[src/rtl/sb_pkg.sv]
package sb_pkg;
  // index width that stays legal for a count of one
  function automatic int idx_bits(input int n);
    return (n > 1) ? $clog2(n) : 1;
  endfunction

  // slot reached by stepping k places from the head of a circular FIFO
  function automatic int unsigned ring_step(input int unsigned hd, input int unsigned k,
                                            input int unsigned depth);
    return (hd + k) % depth;
  endfunction
endpackage

[src/rtl/sb_lru.sv]
module sb_lru #(
  parameter int NBUF = 4,
  parameter int IW   = 2
) (
  input  logic          clk,
  input  logic          rst_n,
  input  logic          touch,
  input  logic [IW-1:0] touch_id,
  output logic [IW-1:0] victim
);
  logic [IW-1:0]   age_q [NBUF];
  logic [NBUF-1:0] oldest_v;

  always_ff @(posedge clk or negedge rst_n) begin
    if (!rst_n) begin
      for (int i = 0; i < NBUF; i++) age_q[i] <= IW'(NBUF - 1 - i);
    end else if (touch) begin
      for (int i = 0; i < NBUF; i++) begin
        if (IW'(i) == touch_id)             age_q[i] <= '0;
        else if (age_q[i] < age_q[touch_id]) age_q[i] <= age_q[i] + 1'b1;
      end
    end
  end

  always_comb begin
    victim = '0;
    for (int i = 0; i < NBUF; i++) begin
      oldest_v[i] = (age_q[i] == IW'(NBUF - 1));
      if (oldest_v[i]) victim = IW'(i);
    end
  end

  // the ages stay a permutation, so exactly one buffer is the victim
  p_one_victim_r8: assert property (@(posedge clk) disable iff (!rst_n)
    $countones(oldest_v) == 1);
  // a touched buffer is the youngest afterwards
  p_touch_young_r8: assert property (@(posedge clk) disable iff (!rst_n)
    touch |=> age_q[$past(touch_id)] == '0);
endmodule

[src/rtl/sb_stream.sv]
module sb_stream
  import sb_pkg::*;
#(
  parameter int DEPTH = 4,
  parameter int LA_W  = 16,
  parameter int DW    = 32,
  parameter int EI_W  = 2
) (
  input  logic            clk,
  input  logic            rst_n,
  input  logic            alloc,
  input  logic [LA_W-1:0] alloc_base,
  input  logic            pop,
  input  logic            issue,
  input  logic            rsp_v,
  input  logic [EI_W-1:0] rsp_idx,
  input  logic [DW-1:0]   rsp_data,
  output logic            bvalid,
  output logic [LA_W-1:0] head_addr,
  output logic            head_avail,
  output logic [DW-1:0]   head_data,
  output logic            want,
  output logic [EI_W-1:0] want_idx,
  output logic [LA_W-1:0] want_addr
);
  logic [LA_W-1:0]  line_q [DEPTH];
  logic [DW-1:0]    data_q [DEPTH];
  logic [DEPTH-1:0] sent_q, avail_q, stale_q;
  logic [EI_W-1:0]  hd_q;
  logic             bval_q;
  // per-slot events this cycle
  logic [DEPTH-1:0] rsp_hit_v, iss_v;

  assign bvalid     = bval_q;
  assign head_addr  = line_q[hd_q];
  assign head_avail = bval_q && avail_q[hd_q];
  assign head_data  = data_q[hd_q];

  // oldest slot that still needs a request goes first
  always_comb begin
    int unsigned j;
    want     = 1'b0;
    want_idx = '0;
    for (int k = 0; k < DEPTH; k++) begin
      j = ring_step(32'(hd_q), 32'(k), 32'(DEPTH));
      if (!want && bval_q && !sent_q[j] && !stale_q[j]) begin
        want     = 1'b1;
        want_idx = EI_W'(j);
      end
    end
    want_addr = line_q[want_idx];
  end

  always_comb begin
    for (int i = 0; i < DEPTH; i++) begin
      rsp_hit_v[i] = rsp_v && (rsp_idx == EI_W'(i));
      iss_v[i]     = issue && (want_idx == EI_W'(i));
    end
  end

  always_ff @(posedge clk or negedge rst_n) begin
    if (!rst_n) begin
      bval_q  <= 1'b0;
      hd_q    <= '0;
      sent_q  <= '0;
      avail_q <= '0;
      stale_q <= '0;
      for (int i = 0; i < DEPTH; i++) begin
        line_q[i] <= '0;
        data_q[i] <= '0;
      end
    end else begin
      if (alloc) begin
        bval_q <= 1'b1;
        hd_q   <= '0;
      end else if (pop) begin
        hd_q <= EI_W'(ring_step(32'(hd_q), 32'd1, 32'(DEPTH)));
      end
      for (int i = 0; i < DEPTH; i++) begin
        if (alloc) begin
          line_q[i]  <= alloc_base + LA_W'(i + 1);
          sent_q[i]  <= 1'b0;
          avail_q[i] <= 1'b0;
          // a request still owed (or leaving now) makes the slot stale
          stale_q[i] <= (sent_q[i] || iss_v[i] || stale_q[i]) && !avail_q[i] && !rsp_hit_v[i];
        end else if (pop && (hd_q == EI_W'(i))) begin
          line_q[i]  <= line_q[i] + LA_W'(DEPTH);
          sent_q[i]  <= 1'b0;
          avail_q[i] <= 1'b0;
        end else begin
          if (iss_v[i]) sent_q[i] <= 1'b1;
          if (rsp_hit_v[i]) begin
            if (stale_q[i]) stale_q[i] <= 1'b0;
            else begin
              avail_q[i] <= 1'b1;
              data_q[i]  <= rsp_data;
            end
          end
        end
      end
    end
  end

  // a pop only happens on a head whose line is present
  p_pop_present_r5: assert property (@(posedge clk) disable iff (!rst_n)
    pop |-> head_avail);
  // a claimed buffer starts one line past the miss and waits for data
  p_alloc_head_r2: assert property (@(posedge clk) disable iff (!rst_n)
    alloc |=> (bvalid && !head_avail && head_addr == $past(alloc_base) + LA_W'(1)));
  // the popped slot is reloaded DEPTH lines further on
  p_refill_r4: assert property (@(posedge clk) disable iff (!rst_n)
    (pop && !alloc) |=> line_q[$past(hd_q)] == $past(head_addr) + LA_W'(DEPTH));
  // a response only returns to a slot that is owed one
  p_rsp_owed_r6: assert property (@(posedge clk) disable iff (!rst_n)
    rsp_v |-> ((sent_q[rsp_idx] && !avail_q[rsp_idx]) || stale_q[rsp_idx]));
  // the arbiter only grants a slot that asked
  p_grant_asked_r2: assert property (@(posedge clk) disable iff (!rst_n)
    issue |-> want);
endmodule

[src/rtl/sb_prefetch.sv]
module sb_prefetch
  import sb_pkg::*;
#(
  parameter int NBUF  = 4,
  parameter int DEPTH = 4,
  parameter int LA_W  = 16,
  parameter int DW    = 32,
  parameter int BI_W  = idx_bits(NBUF),
  parameter int EI_W  = idx_bits(DEPTH),
  parameter int TAG_W = BI_W + EI_W
) (
  input  logic             clk,
  input  logic             rst_n,
  input  logic             lk_valid,
  input  logic [LA_W-1:0]  lk_addr,
  output logic             lk_done,
  output logic             lk_hit,
  output logic [DW-1:0]    lk_data,
  output logic             mreq_valid,
  input  logic             mreq_ready,
  output logic [LA_W-1:0]  mreq_addr,
  output logic [TAG_W-1:0] mreq_tag,
  input  logic             mrsp_valid,
  input  logic [TAG_W-1:0] mrsp_tag,
  input  logic [DW-1:0]    mrsp_data
);
  logic [NBUF-1:0] bvalid_v, head_avail_v, want_v, match_v;
  logic [NBUF-1:0] pop_v, alloc_v, issue_v, rspv_v;
  logic [LA_W-1:0] head_addr_a [NBUF];
  logic [LA_W-1:0] want_addr_a [NBUF];
  logic [DW-1:0]   head_data_a [NBUF];
  logic [EI_W-1:0] want_idx_a  [NBUF];

  logic            hit_any, head_ready;
  logic [BI_W-1:0] sel, gsel, victim, rsp_buf;
  logic [EI_W-1:0] rsp_idx;

  assign rsp_buf = mrsp_tag[TAG_W-1:EI_W];
  assign rsp_idx = mrsp_tag[EI_W-1:0];

  for (genvar g = 0; g < NBUF; g++) begin : g_buf
    assign match_v[g] = bvalid_v[g] && (head_addr_a[g] == lk_addr);
    assign pop_v[g]   = lk_valid && hit_any && (sel == BI_W'(g)) && head_avail_v[g];
    assign alloc_v[g] = lk_valid && !hit_any && (victim == BI_W'(g));
    assign issue_v[g] = mreq_valid && mreq_ready && (gsel == BI_W'(g));
    assign rspv_v[g]  = mrsp_valid && (rsp_buf == BI_W'(g));

    sb_stream #(.DEPTH(DEPTH), .LA_W(LA_W), .DW(DW), .EI_W(EI_W)) u_str (
      .clk       (clk),
      .rst_n     (rst_n),
      .alloc     (alloc_v[g]),
      .alloc_base(lk_addr),
      .pop       (pop_v[g]),
      .issue     (issue_v[g]),
      .rsp_v     (rspv_v[g]),
      .rsp_idx   (rsp_idx),
      .rsp_data  (mrsp_data),
      .bvalid    (bvalid_v[g]),
      .head_addr (head_addr_a[g]),
      .head_avail(head_avail_v[g]),
      .head_data (head_data_a[g]),
      .want      (want_v[g]),
      .want_idx  (want_idx_a[g]),
      .want_addr (want_addr_a[g])
    );
  end

  // lowest-numbered matching head serves; lowest-numbered asker is granted
  always_comb begin
    hit_any = 1'b0;
    sel     = '0;
    gsel    = '0;
    for (int b = NBUF - 1; b >= 0; b--) begin
      if (match_v[b]) begin
        hit_any = 1'b1;
        sel     = BI_W'(b);
      end
      if (want_v[b]) gsel = BI_W'(b);
    end
  end

  assign head_ready = head_avail_v[sel];
  assign lk_done    = lk_valid && (!hit_any || head_ready);
  assign lk_hit     = lk_valid && hit_any && head_ready;
  assign lk_data    = lk_hit ? head_data_a[sel] : '0;

  assign mreq_valid = |want_v;
  assign mreq_addr  = want_addr_a[gsel];
  assign mreq_tag   = {gsel, want_idx_a[gsel]};

  sb_lru #(.NBUF(NBUF), .IW(BI_W)) u_lru (
    .clk     (clk),
    .rst_n   (rst_n),
    .touch   ((|pop_v) || (|alloc_v)),
    .touch_id(hit_any ? sel : victim),
    .victim  (victim)
  );

  // one lookup touches at most one buffer
  p_single_touch_r8: assert property (@(posedge clk) disable iff (!rst_n)
    $onehot0({pop_v, alloc_v}));
  // no request before any buffer holds a stream
  p_idle_quiet_r1: assert property (@(posedge clk) disable iff (!rst_n)
    (bvalid_v == '0) |-> !mreq_valid);
  // a stalled lookup that keeps its address is not answered as a miss
  p_stall_hit_r5: assert property (@(posedge clk) disable iff (!rst_n)
    (lk_valid && !lk_done) ##1 (lk_valid && $stable(lk_addr)) |-> hit_any);
endmodule

[config.mk]
export PLATFORM = sky130hd
export DESIGN_NAME = sb_prefetch
export DESIGN_NICKNAME = d
export VERILOG_FILES = /design/src/rtl/sb_pkg.sv /design/src/rtl/sb_lru.sv /design/src/rtl/sb_stream.sv /design/src/rtl/sb_prefetch.sv
export SDC_FILE = /design/constraint.sdc
export NUM_CORES = 2
export LEC_CHECK = 0
export BUFFER_PORTS_ARGS = -buffer_cell sky130_fd_sc_hd__buf_2
export CORE_MARGIN = 4
export CORE_UTILIZATION = 65
export DETAILED_ROUTE_END_ITERATION = 7
export PLACE_DENSITY_LB_ADDON = 0.2
export SETUP_SLACK_MARGIN = 0.2
export SLEW_MARGIN = 20
export SYNTH_ARGS = -nofsm -noshare
export SYNTH_HDL_FRONTEND = slang
export SYNTH_SLANG_ARGS = --single-unit
export TNS_END_PERCENT = 1
[constraint.sdc]
create_clock -name clk -period 13.9 [get_ports clk]
set_input_delay 1.39 -clock clk [delete_from_list [all_inputs] [get_ports clk]]
set_output_delay 1.39 -clock clk [all_outputs]
set_load 0.02 [all_outputs]
==> flow_summary.ini <==
[synth]
synth_top_family_by_area = multiplexers
yosys_warnings = 0
synthCells = 4078
yosys.area.top_type = dfrtp_1
netlist_area_um2 = 46970
yosys.area_share.xor_xnor_pct = 4.717
synthMuxAreaShare_pct = 26.77
synth.area.top_cells = dfrtp_1, mux4_2, mux2_2
synthArstFlopShare_pct = 100.0
syn_area_per_cell_um2 = 11.52
syn_nets = 4180
ys_seq_area_share_pct = 44.12
ys_ff_latch = 828
synth_cell_type_count = 91
synth.top_cell.area_share_pct = 43.90
synth-simple-area-share_pct = 11.53
synth_compound_area_share_pct = 8.556
yosys_most_used_dff = dfrtp_1
synth-edff-count = 0
synthAdderAreaFrac_pct = 1.199

[sta]
period_share_pct = 55.57
finalMaxSlewViolations = 0
fin_setup_tns_ps = 0
hold_violations = 0
setup_viol = 0
rsz0062_at_grt = false
worst_pin_slew_ps = 1279
skew_ps = 39.13
fin_crit_ps = 7725
slew_headroom_pct = 14.13
max_freq_mhz = 129.5

[drt]
viasPerCell = 6.974
vias = 35500
drt_pass1_iterations = 6
first_iter_violations = 4440
wl_mm = 147.6
drtAntennaViolNets = 0
avgRoutedWirePerCell_um = 28.99
drc = 0

[cells_and_area]
fin_area_um2 = 51230
nets = 4167
mostFrequentLayoutCell = dfrtp_1
mostFrequentLayoutCells = dfrtp_1, mux2_2, nand2_1
drive_above_1_share_pct = 26.18
num-fill-cells = 5066
syn_to_final_growth_pct = 9.054

[grt]
antenna_found_initial = 10
use_met3_pct = 7.722
grt_use_total_pct = 38.18
overflow = 0
met1_usage_pct = 53.07
grt_max_degree = 160
grt_pass1_wl_mm = 224.1
grtUsageMet2_pct = 56.87
grt_pass1_vias = 35020
busiest_layer = met2

[cts]
hold_buffers = 0
insertion_delay_ps = 670
clock_sinks = 828
cts_tree = built
htree_levels = 3
cts_max_path_buffers = 3
numCtsBuffers = 88
post_cts_buffers = 0
cts_resized = 0
clk_pin_slew_ps = 60
root_buffer = clkbuf_16

[pwr]
power_leakage_nw = 21.97
irDropWorstVdd_v = 0.0002993
p_total_w = 0.007595
power_density_nw_per_um2 = 148.3

[setup_path]
worst-path-max-fanout = 65
start_kind = register
required_ps = 12510
crit_type = reg2out
arrival_ps = 6330
worstSetupEndpointType = output pin

[placement]
place.detailed.hpwl_mm = 100.9
port_buffers = 111
place_congestion = 1.023
place_area_um2 = 48180

[floorplan]
die_area_um2 = 76630
initial_core_util_pct = 65.60
die_h_um = 276.8
num_io_pins = 112
rows = 98
coreArea_um2 = 71610
fp.dieW_um = 276.8

[worst_hold_path]
hold_class = reg2reg

[job]
cap_violations = 0

[outcome]
outcome = completed
==> Yosys cell counts, types with 74 or more instances <==
| library cell | instances |
|---|---|
| xnor2_1 | 138 |
| and3_1 | 112 |
| a21oi_1 | 74 |
| nor3_1 | 97 |
| mux2_2 | 388 |
| mux4_2 | 209 |
| dfrtp_1 | 824 |
| nor2_1 | 175 |
| o21ai_0 | 224 |
| mux2_4 | 87 |
| nand3_1 | 92 |
| mux2i_1 | 164 |
| nand2_1 | 384 |
| xor2_1 | 115 |
| clkbuf_1 | 190 |
==> cells by family (layout without fill, tap and decap cells) <==
kind of cell / Yosys count / count (layout)
other: 0 / 5
buffers and inverters: 338 / 396
multiplexers: 897 / 897
adder cells (fa/ha/maj): 45 / 45
XOR/XNOR: 253 / 253
AND/OR/NAND/NOR: 1097 / 1097
AO/OA/AOI/OAI: 620 / 620
flip-flops: 828 / 828
==> path summary, 6_finish.rpt <==
path	cells past startpoint	from	end	slack, ps
setup / recovery	11	g_buf[3].u_str.hd_q[1]	lk_data[26]	6180
hold / removal	1	g_buf[3].u_str.data_q[91]	g_buf[3].u_str.data_q[91]	490
setup reg to reg	13	g_buf[1].u_str.hd_q[1]	g_buf[0].u_str.data_q[61]	7700
hold reg to reg	1	g_buf[3].u_str.data_q[91]	g_buf[3].u_str.data_q[91]	490
max in group asynchronous	3	rst_n	g_buf[2].u_str.data_q[95]	10770
min in group asynchronous	1	rst_n	g_buf[2].u_str.data_q[58]	830
==> through the flow <==
stage / hold WS [ps] / worst slack (ps) / util (%) / std cells
after global routing: 504.1 / 5943 / 71.52 / 5087
after CTS: 487.3 / 6224 / 71.48 / 5085
after floorplan: 448.4 / 7985 / - / 4078
final: 485.4 / 6175 / 71.54 / 5091
after global placement: 462.2 / 6797 / 67.28 / 4924
after detailed placement: 471.7 / 6517 / 67.29 / 4924
==> report_power, final <==
group          leakage [nW]  internal [W]  switching, W
Clock                  1.47       0.00142       0.00104
Combinational          10.0      0.000893       0.00102
Sequential             10.5       0.00288      0.000337
Total                  22.0       0.00520       0.00240
==> worst max-delay path, stage by stage, from the launching register on <==
cell	delay, ps
dfrtp_4	1110
mux4_2	460
xnor2_1	310
nand4_1	130
or3_1	420
a211oi_1	440
o21a_4	760
mux2i_1	260
o21a_1	180
nand3_2	800
nor3_1	460
buf_2	230
==> state kept, by name, indices dropped and copies added (netlist names) <==
| signal | cells |
|---|---|
| g_buf.u_str.stale_q | 16 |
| g_buf.u_str.hd_q | 8 |
| g_buf.u_str.bvalid | 4 |
| u_lru.age_q | 8 |
| g_buf.u_str.line_q | 248 |
| g_buf.u_str.sent_q | 16 |
| g_buf.u_str.data_q | 512 |
| g_buf.u_str.avail_q | 16 |
==> metal layers <==
layer  up-vias  part of all wire, %
li1      15020                    -
met1     17990                   40
met2      1973                   44
met3       513                  9.0
met4        10                  7.0
met5         -                0.045
==> cell type report <==
| type | instances | area, um^2 | share of cell area (%) |
|---|---|---|---|
| well taps | 950 | 1189 | 2.320 |
| inverters | 50 | 187.7 | 0.3664 |
| clock buffers | 128 | 2522 | 4.924 |
| diodes | 5 | 12.51 | 0.02442 |
| repair buffers | 185 | 1154 | 2.252 |
| clock inverters | 33 | 481.7 | 0.9404 |
| flip-flops and latches | 828 | 20750 | 40.52 |
| multi-input cells | 2912 | 24930 | 48.66 |
Power figures use the tool's default switching activity.
